`config.mk`:
```
export PLATFORM = sky130hd
export DESIGN_NAME = reg_rename_stage
export DESIGN_NICKNAME = d
export VERILOG_FILES = /design/src/rtl/rename_pkg.sv /design/src/rtl/rn_map_table.sv /design/src/rtl/rn_free_list.sv /design/src/rtl/reg_rename_stage.sv
export SDC_FILE = /design/constraint.sdc
export NUM_CORES = 1
export LEC_CHECK = 0
export BUFFER_PORTS_ARGS = -buffer_cell sky130_fd_sc_hd__buf_2
export CAP_MARGIN = 30
export CORE_MARGIN = 5
export CORE_UTILIZATION = 35
export CTS_CLUSTER_DIAMETER = 40
export DETAILED_ROUTE_END_ITERATION = 12
export PLACE_DENSITY_LB_ADDON = 0.12
export SYNTH_ARGS = -nofsm -noshare
export SYNTH_HDL_FRONTEND = slang
export SYNTH_SLANG_ARGS = --single-unit
export TNS_END_PERCENT = 20
```
`constraint.sdc`:
```
create_clock -name clk -period 8.3 [get_ports clk]
set_clock_uncertainty 0.15 [all_clocks]
set_input_delay 0.83 -clock clk [delete_from_list [all_inputs] [get_ports clk]]
set_output_delay 0.83 -clock clk [all_outputs]
set_load 0.01 [all_outputs]
```
`src/rtl/rename_pkg.sv`:
```
package rename_pkg;
  localparam int ARCH_REGS_DEFAULT = 32;
  localparam int PHYS_REGS_DEFAULT = 64;

  typedef enum logic [1:0] {
    BR_NONE    = 2'd0,
    BR_OK      = 2'd1,
    BR_RESTORE = 2'd2
  } br_action_e;
endpackage

```
`src/rtl/rn_map_table.sv`:
```
module rn_map_table #(
  parameter int ENTRIES = 32,
  parameter int IW      = 5,
  parameter int DW      = 6
) (
  input  logic          clk,
  input  logic          rst_n,
  input  logic [IW-1:0] rd_a_idx,
  input  logic [IW-1:0] rd_b_idx,
  input  logic [IW-1:0] rd_c_idx,
  output logic [DW-1:0] rd_a_data,
  output logic [DW-1:0] rd_b_data,
  output logic [DW-1:0] rd_c_data,
  input  logic          wr_en,
  input  logic [IW-1:0] wr_idx,
  input  logic [DW-1:0] wr_data,
  input  logic          snap_save,
  input  logic          snap_restore
);
  logic [DW-1:0] map_q  [ENTRIES];
  logic [DW-1:0] map_d  [ENTRIES];
  logic [DW-1:0] snap_q [ENTRIES];

  assign rd_a_data = map_q[rd_a_idx];
  assign rd_b_data = map_q[rd_b_idx];
  assign rd_c_data = map_q[rd_c_idx];

  always_comb begin
    map_d = map_q;
    if (snap_restore) map_d = snap_q;
    else if (wr_en)   map_d[wr_idx] = wr_data;
  end

  always_ff @(posedge clk or negedge rst_n) begin
    if (!rst_n) begin
      for (int i = 0; i < ENTRIES; i++) begin
        map_q[i]  <= DW'(i);
        snap_q[i] <= DW'(i);
      end
    end else begin
      map_q <= map_d;
      if (snap_save) snap_q <= map_d;
    end
  end
endmodule

```
`src/rtl/rn_free_list.sv`:
```
module rn_free_list #(
  parameter int DEPTH = 32,
  parameter int BASE  = 32,
  parameter int DW    = 6,
  localparam int IW   = $clog2(DEPTH),
  localparam int PTRW = IW + 1
) (
  input  logic            clk,
  input  logic            rst_n,
  input  logic            pop,
  output logic [DW-1:0]   front,
  output logic            empty,
  output logic [PTRW-1:0] count,
  input  logic            push,
  input  logic [DW-1:0]   push_data,
  input  logic            snap_save,
  input  logic            snap_restore
);
  // DEPTH must be a power of two so the wrap bit works.
  logic [DW-1:0]   slot_q [DEPTH];
  logic [PTRW-1:0] head_q, head_d, tail_q, tail_d, snap_head_q;

  assign front = slot_q[head_q[IW-1:0]];
  assign count = tail_q - head_q;
  assign empty = (count == '0);

  always_comb begin
    head_d = head_q;
    if (snap_restore) head_d = snap_head_q;
    else if (pop)     head_d = head_q + PTRW'(1);
    tail_d = push ? tail_q + PTRW'(1) : tail_q;
  end

  always_ff @(posedge clk or negedge rst_n) begin
    if (!rst_n) begin
      head_q      <= '0;
      snap_head_q <= '0;
      tail_q      <= PTRW'(DEPTH);
      for (int i = 0; i < DEPTH; i++) slot_q[i] <= DW'(BASE + i);
    end else begin
      head_q <= head_d;
      tail_q <= tail_d;
      if (snap_save) snap_head_q <= head_d;
      if (push) slot_q[tail_q[IW-1:0]] <= push_data;
    end
  end
endmodule

```
`src/rtl/reg_rename_stage.sv`:
```
module reg_rename_stage
  import rename_pkg::*;
#(
  parameter int ARCH_REGS = ARCH_REGS_DEFAULT,
  parameter int PHYS_REGS = PHYS_REGS_DEFAULT,
  localparam int AW    = $clog2(ARCH_REGS),
  localparam int PW    = $clog2(PHYS_REGS),
  localparam int DEPTH = PHYS_REGS - ARCH_REGS,
  localparam int PTRW  = $clog2(DEPTH) + 1
) (
  input  logic          clk,
  input  logic          rst_n,
  input  logic          in_valid,
  input  logic [AW-1:0] in_src1,
  input  logic [AW-1:0] in_src2,
  input  logic [AW-1:0] in_dst,
  input  logic          in_dst_we,
  input  logic          in_is_branch,
  output logic          in_ready,
  output logic [PW-1:0] out_psrc1,
  output logic [PW-1:0] out_psrc2,
  output logic [PW-1:0] out_pdst,
  output logic [PW-1:0] out_pold,
  input  logic          commit_valid,
  input  logic [PW-1:0] commit_preg,
  input  logic          br_resolve_valid,
  input  logic          br_mispredict
);
  logic            ckpt_held_q, ckpt_held_d;
  logic            fl_empty;
  logic [PTRW-1:0] fl_count;
  logic            fire, alloc, save;
  br_action_e      br_act;

  always_comb begin
    if (!br_resolve_valid)  br_act = BR_NONE;
    else if (br_mispredict) br_act = BR_RESTORE;
    else                    br_act = BR_OK;
  end

  assign in_ready = (br_act != BR_RESTORE)
                  && !(in_dst_we && fl_empty)
                  && !(in_is_branch && ckpt_held_q);
  assign fire  = in_valid && in_ready;
  assign alloc = fire && in_dst_we;
  assign save  = fire && in_is_branch;

  always_comb begin
    ckpt_held_d = ckpt_held_q;
    if (br_act != BR_NONE) ckpt_held_d = 1'b0;
    if (save)              ckpt_held_d = 1'b1;
  end

  always_ff @(posedge clk or negedge rst_n) begin
    if (!rst_n) ckpt_held_q <= 1'b0;
    else        ckpt_held_q <= ckpt_held_d;
  end

  rn_map_table #(.ENTRIES(ARCH_REGS), .IW(AW), .DW(PW)) u_map (
    .clk(clk), .rst_n(rst_n),
    .rd_a_idx(in_src1), .rd_b_idx(in_src2), .rd_c_idx(in_dst),
    .rd_a_data(out_psrc1), .rd_b_data(out_psrc2), .rd_c_data(out_pold),
    .wr_en(alloc), .wr_idx(in_dst), .wr_data(out_pdst),
    .snap_save(save), .snap_restore(br_act == BR_RESTORE)
  );

  rn_free_list #(.DEPTH(DEPTH), .BASE(ARCH_REGS), .DW(PW)) u_free (
    .clk(clk), .rst_n(rst_n),
    .pop(alloc), .front(out_pdst), .empty(fl_empty), .count(fl_count),
    .push(commit_valid), .push_data(commit_preg),
    .snap_save(save), .snap_restore(br_act == BR_RESTORE)
  );
endmodule

```
Word level (Yosys, flattened, before mapping):

Index checks and enable logic that the tools add are counted.

* equal/unequal tests: 2
* bitwise logic cells: 5
* $add $sub $neg: 3
* reduce and logical (&&, ||, !) cells: 14
* $lt $le $gt $ge: 7
* mux-type cells: 26

Operator list (count)
* 192-bit bitwise mux: 2
* 192-bit 2-to-1 mux: 2
* 6-bit binary-select mux with 5-bit select: 4
* 6-bit 2-to-1 mux: 12
* 6-bit demux with 5-bit select: 2
* 6-bit greater-or-equal comparator (second input constant): 5
* 5-bit NOT with 6-bit output: 5
* 6-bit by 1-bit adder with 6-bit output (second input constant): 2
* 6-bit by 1-bit < comparator with 1-bit output (second input constant): 2
* 1-bit logical AND: 9
* 6-bit logical NOT: 1
* 6-bit subtractor: 1
* 2-bit 2-to-1 mux: 2
* 2-bit nonzero test: 2
* 2-bit == test (second input constant): 1
* 1-bit logical NOT: 2
* 1-bit 2-to-1 mux: 2
* 2-bit inequality test (second input constant): 1

* logic and storage cells: 157
* output and inout bits: 25
* register bits after elaboration: 595

Logic depth before layout (Yosys ltp):

* word-level depth: 10
* mapped depth: 12
* gate-level depth less buffers: 7

By module:

From an unflattened synthesis, not the netlist that was laid out.

* cells, all modules: 2713
* area total of the unflattened synthesis: 31154.9 um2

Modules (own cells, without submodules)
* rn_map_table: area each 21007.6 um2, cells each 1985, seq. area each 9809.4 um2, times used 1
* rn_free_list: area each 10067.2 um2, cells each 719, seq. area each 5396.4 um2, times used 1
* reg_rename_stage: area each 80.1 um2, cells each 9, seq. area each 25.0 um2, times used 1

Worst setup path before layout:

No wires, ideal clock.

* path kind: input to output
* start: input in_src1[0]
* end: output out_psrc1[2]
* arrival: 2.645 ns
* required time: 7.320 ns
* path slack: 4.675 ns
* stages: 4
* path buffers: 1
* path through: buf_1 > mux4_2 > mux4_2 > mux2_2

* longest elaborated chain between the ends: 4

Ends and longest elaborated chain
* from (decl): line reg_rename_stage.sv:14 `input logic [AW-1:0] in_src1,`
* 5-bit NOT with 6-bit output (implied by the code): line rn_map_table.sv:24 `assign rd_a_data = map_q[rd_a_idx];`
* 6-bit binary-select mux with 5-bit select: line rn_map_table.sv:24
* 6-bit 2-to-1 mux (implied by the code) (2 in series): line rn_map_table.sv:24
* to (decl): line reg_rename_stage.sv:20 `output logic [PW-1:0] out_psrc1,`

Every way passes these cells. The select of a mux whose other input is x is not followed.

Worst setup path in the final report:

* start: register u_free.head_q[4]
* end: output in_ready

* longest elaborated chain between the ends: 6

Ends and longest elaborated chain
* from (decl): line rn_free_list.sv:21 `logic [PTRW-1:0] head_q, head_d, tail_q, tail_d, snap_head_q;`
* from (signal assigned): line rn_free_list.sv:36 `head_q <= '0;`
* from (signal assigned): line rn_free_list.sv:41 `head_q <= head_d;`
* 6-bit subtractor: line rn_free_list.sv:24 `assign count = tail_q - head_q;`
* 6-bit logical NOT: line rn_free_list.sv:25 `assign empty = (count == '0);`
* 1-bit logical AND: line reg_rename_stage.sv:42 `&& !(in_dst_we && fl_empty)`
* 1-bit logical NOT: line reg_rename_stage.sv:42
* 1-bit logical AND: line reg_rename_stage.sv:42
* 1-bit logical AND: line reg_rename_stage.sv:43 `&& !(in_is_branch && ckpt_held_q);`
* to (decl): line reg_rename_stage.sv:19 `output logic in_ready,`

Every way passes these cells.

==> metrics <==
outcome=finished clean; CTS Buffer Depth=3; first-pass GRT wire length=between 150000 and 200000 µm; post-synthesis cell count=2805; Pre-antenna DRT Iters=6; row cnt=roughly 110; Crit Path Max Fanout=63; VDD IR-drop max=between 300 and 400 µV; core box area=approximately 0.093 mm²; vias in the first global route=approximately 27000; Die ar.=around 0.1 mm²; htree depth=3; Sink Count=~600; top-count cell post-synth=a31oi_1; # diodes=0; Pwr Total=between 0.015 and 0.02 W; post-CTS sizing=0; fill count=~8700; Synth top cells by count=a31oi_1, dfrtp_1, dfstp_2; PnR worst setup slack=slightly above 3000 ps; Post-Route WL=roughly 120000 µm; TritonCTS clock tree=built; CTS Root Cell=clkbuf_16; Hold Vio Cnt, Final=0; layout overhead on the synthesized area=17.03%; maximum number of pins on one net before global-route repair=about 170; DR vias=26540; Hold Buf Count CTS=0; top post-synthesis cells by area=dfrtp_1, dfstp_2, mux4_2; Pleak=13.43 nW; DRT iter0 DRCs=between 2000 and 3000; DIE WIDTH=about 320 µm; GRT Residual Overflow=0; Final Max Tran Viols=0; Worst-path clk slew=50 ps; Synth area leader=dfrtp_1; multi-input logic area=~0.016 mm²; relative slew slack=21.46%; Power Density=a little over 400 mW/mm²; initial antenna violation count=3; Port Buffers=between 50 and 60; Arr. time, crit path=about 4300 ps; ys async rst share=100.0%; Storage cell area=between 0.015 and 0.02 mm²; startpoint types=register; Mapped Nets=2844; synthesis warning total=0; Routed wire per std cell=around 30 µm; Final setup viols=0; pre-CTS WS=~3400 ps; share of cells above drive strength 1=38.17%; commonest register cell after synthesis=dfrtp_1; min Tclk post-route=5265 ps; post-CTS setup buffer count=0; Top Ports=between 50 and 60; HPWL after DPL=just over 70000 µm; post-layout net count=2767; Synth top area share=about a quarter; RSZ-0062 raised after global routing=no; FF+latch count, synth=between 500 and 600; CTS Buf Count=120; WS Path Type=reg2out; Die H=316.3 µm; Synth Cell Area=between 0.03 and 0.04 mm²; Hold Crit Class=in2async; Post-synth EDFFs=0; Fmax=0.1900 GHz; residual DRC count=0; Crit. End Element=primary output; Starting Density=35.24%; gpl congestion=about 0.86; All-Layer GR Usage=a little under a quarter; Via density=roughly 6.5; Seq/Total Area, Yosys=roughly 46%; max-capacitance violation count=0; final worst path period share=a little under two thirds; Worst-Skew Late Latency=710 ps; Final TNS setup=0 ps; Worst-Margin Slew=1178 ps; antenna-violating nets left=0; final hold slack=around 64 ps; syn avg cell area=11.71 µm²; count of cell types in the netlist=56; Req. time, crit path=between 7000 and 8000 ps
[through the flow]
| step | cell area (µm²) | util, % | std cells |
|---|---|---|---|
| floorplan | 32840 | - | 2805 |
| global placement | 33790 | 36.26 | 3855 |
| detailed placement | 33900 | 36.37 | 3859 |
| CTS | 38410 | 41.21 | 4088 |
| global route | 38430 | 41.24 | 4089 |
| finish | 38430 | 41.24 | 4089 |
[placed cells by master (no fill, tap or decap), drive strengths merged, types with 14 or more instances in the layout]
| cell | count |
|---|---|
| a21oi | 204 |
| a31oi | 397 |
| buf | 101 |
| bufinv | 24 |
| clkbuf | 154 |
| clkinv | 31 |
| clkinvlp | 15 |
| dfrtp | 322 |
| dfstp | 273 |
| inv | 14 |
| mux2 | 234 |
| mux2i | 19 |
| mux4 | 208 |
| nand2 | 56 |
| nor2 | 266 |
| o2111ai | 193 |
| o21ai | 198 |
[layer usage]
layer / vias up / track usage [%] / wire, µm
li1: 11040 / - / -
met1: 13840 / 33.33 / 51220
met2: 1362 / 36.15 / 54750
met3: 298 / 5.078 / 9839
met4: 4 / 8.489 / 4370
met5: - / 0 / 32
[sequential cells by signal, summed over array words and instances (netlist names)]
name,flops
u_free.tail_q,6
u_map.map_q,192
u_free.head_q,6
ckpt_held_q,1
u_free.slot_q,192
u_free.snap_head_q,6
u_map.snap_q,192
[report_power, final]
part / leakage (nW) / switching, W / internal, W
sequential: 6.34 / 0.000893 / 0.00426
combinational: 4.92 / 0.00321 / 0.00178
clock: 2.17 / 0.00171 / 0.00362
[final cells by class]
cell class / instances / share of cell area (%)
multi-input cells: 1901 / 42.30
flip-flops and latches: 595 / 39.65
clock buffers: 154 / 8.803
well taps: 1254 / 4.082
clock inverters: 75 / 2.933
repair buffers: 101 / 2.142
inverters: 9 / 0.08790
[path summary, 6_finish.rpt]
path / start / end / slack (ps) / depth (start not counted)
max: u_free.head_q[4] / in_ready / 3040 / 8
max in group asynchronous: rst_n / u_free.slot_q[26] / 6390 / 2
min reg2reg: u_map.snap_q[151] / u_map.map_q[151] / 340 / 2
max reg2reg: u_free.head_q[4] / u_map.snap_q[55] / 3300 / 9
min in group clk: br_resolve_valid / ckpt_held_q / 290 / 2
min: rst_n / u_free.slot_q[18] / 60 / 1
[cells by family after synthesis]
logic type,count (synthesis),synth area share [%]
fa+ha+maj,10,0.3810
compound gates,1038,20.68
mux,461,22.93
flops,595,46.38
simple gates,385,4.941
xor+xnor,7,0.1867
buf+inv,309,4.503
[worst max-delay path: stages (launching register included)]
cell and delay, ps:
dfrtp_1 850, clkinv_1 770, ha_1 560, nor2_1 150, xnor2_1 140, o2111ai_4 110
buf_4 590, and2_1 240, buf_2 140
Power figures use the tool's default switching activity.
